`src/rtl/atomic_rmw_pkg.sv`:
```
package atomic_rmw_pkg;

  typedef enum logic [1:0] {
    OP_CAS = 2'b00,
    OP_TAS = 2'b01,
    OP_INC = 2'b10,
    OP_RSV = 2'b11
  } amo_op_e;

  typedef enum logic [1:0] {
    ST_IDLE = 2'b00,
    ST_OWN  = 2'b01,
    ST_READ = 2'b10,
    ST_EXEC = 2'b11
  } amo_state_e;

endpackage

```
`src/rtl/atomic_rmw_ctrl.sv`:
```
module atomic_rmw_ctrl
  import atomic_rmw_pkg::*;
(
  input  logic       clk,
  input  logic       rst_n,
  input  logic       req_valid,
  input  logic [1:0] req_op,
  input  logic       line_modified,
  input  logic       own_gnt,
  output logic       accept,
  output logic       busy,
  output logic       own_req,
  output logic       rd_en,
  output logic       exec,
  output logic       held
);

  amo_state_e state_q, state_d;

  assign accept  = (state_q == ST_IDLE) && req_valid && (req_op != OP_RSV);
  assign busy    = (state_q != ST_IDLE);
  assign own_req = (state_q == ST_OWN);
  assign rd_en   = (state_q == ST_READ);
  assign exec    = (state_q == ST_EXEC);
  assign held    = rd_en || exec;

  always_comb begin
    state_d = state_q;
    unique case (state_q)
      ST_IDLE: if (accept) state_d = line_modified ? ST_READ : ST_OWN;
      ST_OWN:  if (own_gnt) state_d = ST_READ;
      ST_READ: state_d = ST_EXEC;
      ST_EXEC: state_d = ST_IDLE;
      default: state_d = ST_IDLE;
    endcase
  end

  always_ff @(posedge clk or negedge rst_n) begin
    if (!rst_n) state_q <= ST_IDLE;
    else        state_q <= state_d;
  end

endmodule

```
`src/rtl/atomic_rmw_alu.sv`:
```
module atomic_rmw_alu
  import atomic_rmw_pkg::*;
#(
  parameter int            DW      = 32,
  parameter logic [DW-1:0] SET_VAL = 1
) (
  input  logic [1:0]    op,
  input  logic [DW-1:0] old_val,
  input  logic [DW-1:0] cmp_val,
  input  logic [DW-1:0] new_val,
  output logic          wr_need,
  output logic [DW-1:0] wr_val
);

  localparam logic [DW-1:0] ONE = DW'(1);

  always_comb begin
    wr_need = 1'b0;
    wr_val  = old_val;
    unique case (amo_op_e'(op))
      OP_CAS: begin
        wr_need = (old_val == cmp_val);
        wr_val  = new_val;
      end
      OP_TAS: begin
        wr_need = 1'b1;
        wr_val  = SET_VAL;
      end
      OP_INC: begin
        wr_need = 1'b1;
        wr_val  = old_val + ONE;
      end
      default: begin
        wr_need = 1'b0;
        wr_val  = old_val;
      end
    endcase
  end

endmodule

```
`src/rtl/atomic_rmw_snoop.sv`:
```
module atomic_rmw_snoop #(
  parameter int AW = 32
) (
  input  logic          snp_valid,
  input  logic [AW-1:0] snp_addr,
  input  logic [AW-1:0] line_addr,
  input  logic          held,
  output logic          stall
);

  assign stall = snp_valid && held && (snp_addr == line_addr);

endmodule

```
`src/rtl/atomic_rmw_unit.sv`:
```
module atomic_rmw_unit
  import atomic_rmw_pkg::*;
#(
  parameter int            DW      = 32,
  parameter int            AW      = 32,
  parameter logic [DW-1:0] SET_VAL = 1
) (
  input  logic          clk,
  input  logic          rst_n,
  input  logic          req_valid,
  input  logic [1:0]    req_op,
  input  logic [AW-1:0] req_addr,
  input  logic [DW-1:0] req_cmp,
  input  logic [DW-1:0] req_new,
  output logic          busy,
  output logic          rsp_valid,
  output logic [DW-1:0] rsp_old,
  input  logic          line_modified,
  output logic          own_req,
  input  logic          own_gnt,
  output logic          rd_en,
  output logic [AW-1:0] rd_addr,
  input  logic [DW-1:0] rd_data,
  output logic          wr_en,
  output logic [AW-1:0] wr_addr,
  output logic [DW-1:0] wr_data,
  input  logic          snp_valid,
  input  logic [AW-1:0] snp_addr,
  output logic          snp_stall
);

  localparam int RST_STAGES = 2;

  logic [RST_STAGES-1:0] rst_pipe_q;
  logic                  rst_int_n;

  always_ff @(posedge clk or negedge rst_n) begin
    if (!rst_n) rst_pipe_q <= '0;
    else        rst_pipe_q <= {rst_pipe_q[RST_STAGES-2:0], 1'b1};
  end
  assign rst_int_n = rst_pipe_q[RST_STAGES-1];

  logic          accept, exec, held, wr_need;
  logic [1:0]    op_q;
  logic [AW-1:0] addr_q;
  logic [DW-1:0] cmp_q, new_q, wr_val;

  always_ff @(posedge clk) begin
    if (accept) begin
      op_q   <= req_op;
      addr_q <= req_addr;
      cmp_q  <= req_cmp;
      new_q  <= req_new;
    end
  end

  atomic_rmw_ctrl u_ctrl (
    .clk           (clk),
    .rst_n         (rst_int_n),
    .req_valid     (req_valid),
    .req_op        (req_op),
    .line_modified (line_modified),
    .own_gnt       (own_gnt),
    .accept        (accept),
    .busy          (busy),
    .own_req       (own_req),
    .rd_en         (rd_en),
    .exec          (exec),
    .held          (held)
  );

  atomic_rmw_alu #(.DW(DW), .SET_VAL(SET_VAL)) u_alu (
    .op      (op_q),
    .old_val (rd_data),
    .cmp_val (cmp_q),
    .new_val (new_q),
    .wr_need (wr_need),
    .wr_val  (wr_val)
  );

  atomic_rmw_snoop #(.AW(AW)) u_snoop (
    .snp_valid (snp_valid),
    .snp_addr  (snp_addr),
    .line_addr (addr_q),
    .held      (held),
    .stall     (snp_stall)
  );

  assign rsp_valid = exec;
  assign rsp_old   = rd_data;
  assign rd_addr   = addr_q;
  assign wr_addr   = addr_q;
  assign wr_en     = exec && wr_need;
  assign wr_data   = wr_val;

endmodule

```
`config.mk`:
```
export PLATFORM = sky130hd
export DESIGN_NAME = atomic_rmw_unit
export DESIGN_NICKNAME = d
export VERILOG_FILES = /design/src/rtl/atomic_rmw_pkg.sv /design/src/rtl/atomic_rmw_ctrl.sv /design/src/rtl/atomic_rmw_alu.sv /design/src/rtl/atomic_rmw_snoop.sv /design/src/rtl/atomic_rmw_unit.sv
export SDC_FILE = /design/constraint.sdc
export NUM_CORES = 1
export LEC_CHECK = 0
export BUFFER_PORTS_ARGS = -buffer_cell sky130_fd_sc_hd__buf_2
export CORE_MARGIN = 2
export CORE_UTILIZATION = 40
export DETAILED_ROUTE_END_ITERATION = 7
export PLACE_DENSITY = 0.79
export SLEW_MARGIN = 20
export SYNTH_ARGS = -nofsm -noshare
export SYNTH_HDL_FRONTEND = slang
export SYNTH_SLANG_ARGS = --single-unit
```
`constraint.sdc`:
```
create_clock -name clk -period 3 [get_ports clk]
set_input_delay 0 -clock clk [delete_from_list [all_inputs] [get_ports clk]]
set_output_delay 0 -clock clk [all_outputs]
set_load 0.02 [all_outputs]
```
==> run_results.csv <==
group,metric,value,unit
power,swShare,0.346,
placement,io_buffers,301,
power,power_frac_seq,0.415,
sta,fin_tns_setup,0,ps
layout,postLayoutCellArea,0.00832,mm2
layout,final_cells,1018,
layout,final_cell_mix,"buf_2, dlygate4sd3_1, edfxtp_1",
route,wl_per_cell,19.1,um
global_routing,grt_pass1_vias,5263,
global_routing,grt-ovfl-total,0,
worst_setup_path,crit_type,"flip-flop to output pin",
worst_hold_path,hold_class,"flip-flop to asynchronous set/reset pin",
sta,drv_slew,0,
yosys,synthesis.area,0.00572,mm2
floorplanning,rows,43,
yosys,syn-num-nets,672,
sta,period_minus_slack,2350,ps
yosys,yosys_warnings,0,
floorplanning,die_w,124,um
yosys,synthArstFlopShare,0.0392,
power,vdd_drop_max,0.448,mV
worst_setup_path,crit_buf_inv,2,
clocking,htreeDepth,3,
yosys,synth_top_flop_cell,"edfxtp_1",
route,totalWireLength,19500,um
global_routing,grtUsageMet3,0.0710,
global_routing,use_met2,0.439,
yosys,synth-seq-area-share,0.532,
worst_setup_path,crit_path_cell_trace,"xor2_1 -> nor4_1 -> buf_4 -> nand4_1 -> nor4_1 -> buf_2",
clocking,path_clk_slew,80,ps
sta,tightest_slew,859,ps
clocking,cts_buffer_depth,2,
placement,gp_congestion,0.872,
worst_setup_path,crit_required,3000,ps
power,power.internal,3.04,mW
sta,fin_hold_ws,28.0,ps
route,route.antenna.remaining_nets,0,
flow_run,max-cap-violations,0,
sta,max_freq,426,MHz
global_routing,grtUsageTotal,0.248,
placement,placed_cells,901,
power,cellLeakagePower,3.60,nW
power,p_clk_frac,0.273,
layout,fin_util,0.597,
sta,rsz0062_at_grt,"no",
worst_setup_path,critical-path-top-delay-family,"simple AND/OR/NAND/NOR gates",
sta,finalClockSkew,8.28,ps
power,power.switching,1.61,mW
route,drc,0,
worst_setup_path,crit_top_cell,"nor4_1",
layout,fin_nets,1011,
clocking,cts_tree,"yes",
worst_setup_path,cp-end-kind,"output pin",
sta,setup_violations,0,
outcome,outcome,"finished, final reports clean",
worst_setup_path,start_kind,"flip-flop",
route,first_iter_violations,279,
sta,final_hold_viol_count,0,
global_routing,grt_pass1_wl,28200,um
worst_setup_path,path_max_fanout,3,
yosys,syn_avg_cell_area,11.6,um2
floorplanning,fp.coreArea,0.0139,mm2
route,detail_route.first_pass.iterations,5,
global_routing,busiest_layer,"met2",
worst_setup_path,crit_arrival,2350,ps
route,viasPerCell,5.22,
clocking,cts.repair.resized,0,
layout,syn_to_final_growth,45.4,%
power,power_frac_comb,0.312,
clocking,cts.sinks,102,
yosys,synth_cells,494,
power,p_per_area,558,mW/mm2
route,dr_total_vias,5310,
layout,drive_gt1_frac,0.403,
floorplanning,dieArea,0.0153,mm2
floorplanning,die_h,124,um
clocking,clk_latency,360,ps
layout,diodes,0,
global_routing,grt_max_degree,63,
worst_setup_path,cp_slowest_stage_delay,550,ps
clocking,numCtsBuffers,9,
yosys,synth_cell_type_count,48,
yosys,synth_edf_count,98,
worst_setup_path,crit_slowest_cell,"nor4_1",
sta,setup_ws,651,ps
floorplanning,ioPinCount,302,
placement,placed_cell_area,0.00698,mm2
sta,slew_headroom,0.427,
power,finalPower,4.64,mW
global_routing,antenna_found_initial,0,
global_routing,met1_usage,0.281,
clocking,cts-root-buf,"clkbuf_16",
placement,dp_hpwl,13500,um
floorplanning,start_util,0.411,
yosys,synth-seq-cells,102,
sta,fin_crit_sh,0.783,
placement,preCtsSetupSlack,971,ps
layout,final_common_cell,"buf_2",
cell usage after synthesis, drive strengths merged (10+ instances only):
master,count,area (um2)
o21ai,27,135
inv,17,63.8
edfxtp,98,2940
a21oi,12,60.1
nor2,25,96.4
nand3,18,123
ha,10,125
a22oi,14,105
buf,68,497
mux2i,15,150
nor4,15,124
nand2,26,97.6
xnor2,24,210
clkbuf,13,48.8
nand4,16,100
xor2,40,350
what timing repair did:
| action | in CTS | in global routing |
|---|---|---|
| hold buffers | 101 | 0 |
| setup buffers | 0 | 0 |
| hold endpoints to repair | 102 | 0 |
path summary, 6_finish.rpt:
kind                                      to  cells past startpoint  slack (ps)               from
setup reg to reg                 rd_addr[13]                      5        1250  u_ctrl.state_q[0]
min in group clk           u_ctrl.state_q[1]                      4          90            own_gnt
setup / recovery                   snp_stall                      6         650        rd_addr[12]
hold reg to reg            u_ctrl.state_q[0]                      0          30      rst_pipe_q[1]
hold / removal             u_ctrl.state_q[0]                      0          30      rst_pipe_q[1]
max in group asynchronous      rst_pipe_q[1]                      3        2360              rst_n
cell families after synthesis:
| kind of cell | Yosys count | share of synthesized area |
|---|---|---|
| compound gates | 86 | 0.0986 |
| mux | 15 | 0.0262 |
| xor+xnor | 64 | 0.0979 |
| flops | 102 | 0.532 |
| buf+inv | 99 | 0.107 |
| fa+ha+maj | 10 | 0.0219 |
| other cells | 1 | 0.000655 |
| simple gates | 117 | 0.116 |
layout make-up:
class	instances	area (um2)
clock buffers	9	225
clock inverters	7	100
fillers	1084	5610
inverters	18	67.6
multi-input cells	293	2080
flip-flops and latches	102	3040
well taps	180	225
repair buffers	409	2580
registers in the layout, indices dropped and copies added (netlist names):
register,count
cmp_q,32
new_q,32
rd_addr,32
op_q,2
rst_pipe_q,2
u_ctrl.state_q,2
layer usage:
layer	part of all wire	wire length [um]
met1	0.37	7200
met2	0.52	10200
met3	0.073	1420
met4	0.032	625
met5	0	0
power by group through the flow:
stage | combinational [mW] | sequential [mW] | clock [mW]
CTS | 1.44 | 1.92 | 1.29
detailed placement | 1.33 | 1.95 | 0
floorplan | 0.830 | 2.00 | 0
global route | 1.56 | 1.94 | 1.33
finish | 1.45 | 1.93 | 1.27
global placement | 1.31 | 1.94 | 0
worst reg2reg max path: cells and delay by family, from the launching register on:
| kind | cells | cell delay [ps] |
|---|---|---|
| fa+ha+maj | 1 | 190 |
| buf+inv | 3 | 640 |
| flops | 1 | 410 |
| simple gates | 1 | 140 |
Note: power is estimated with default switching activity, not from simulation.
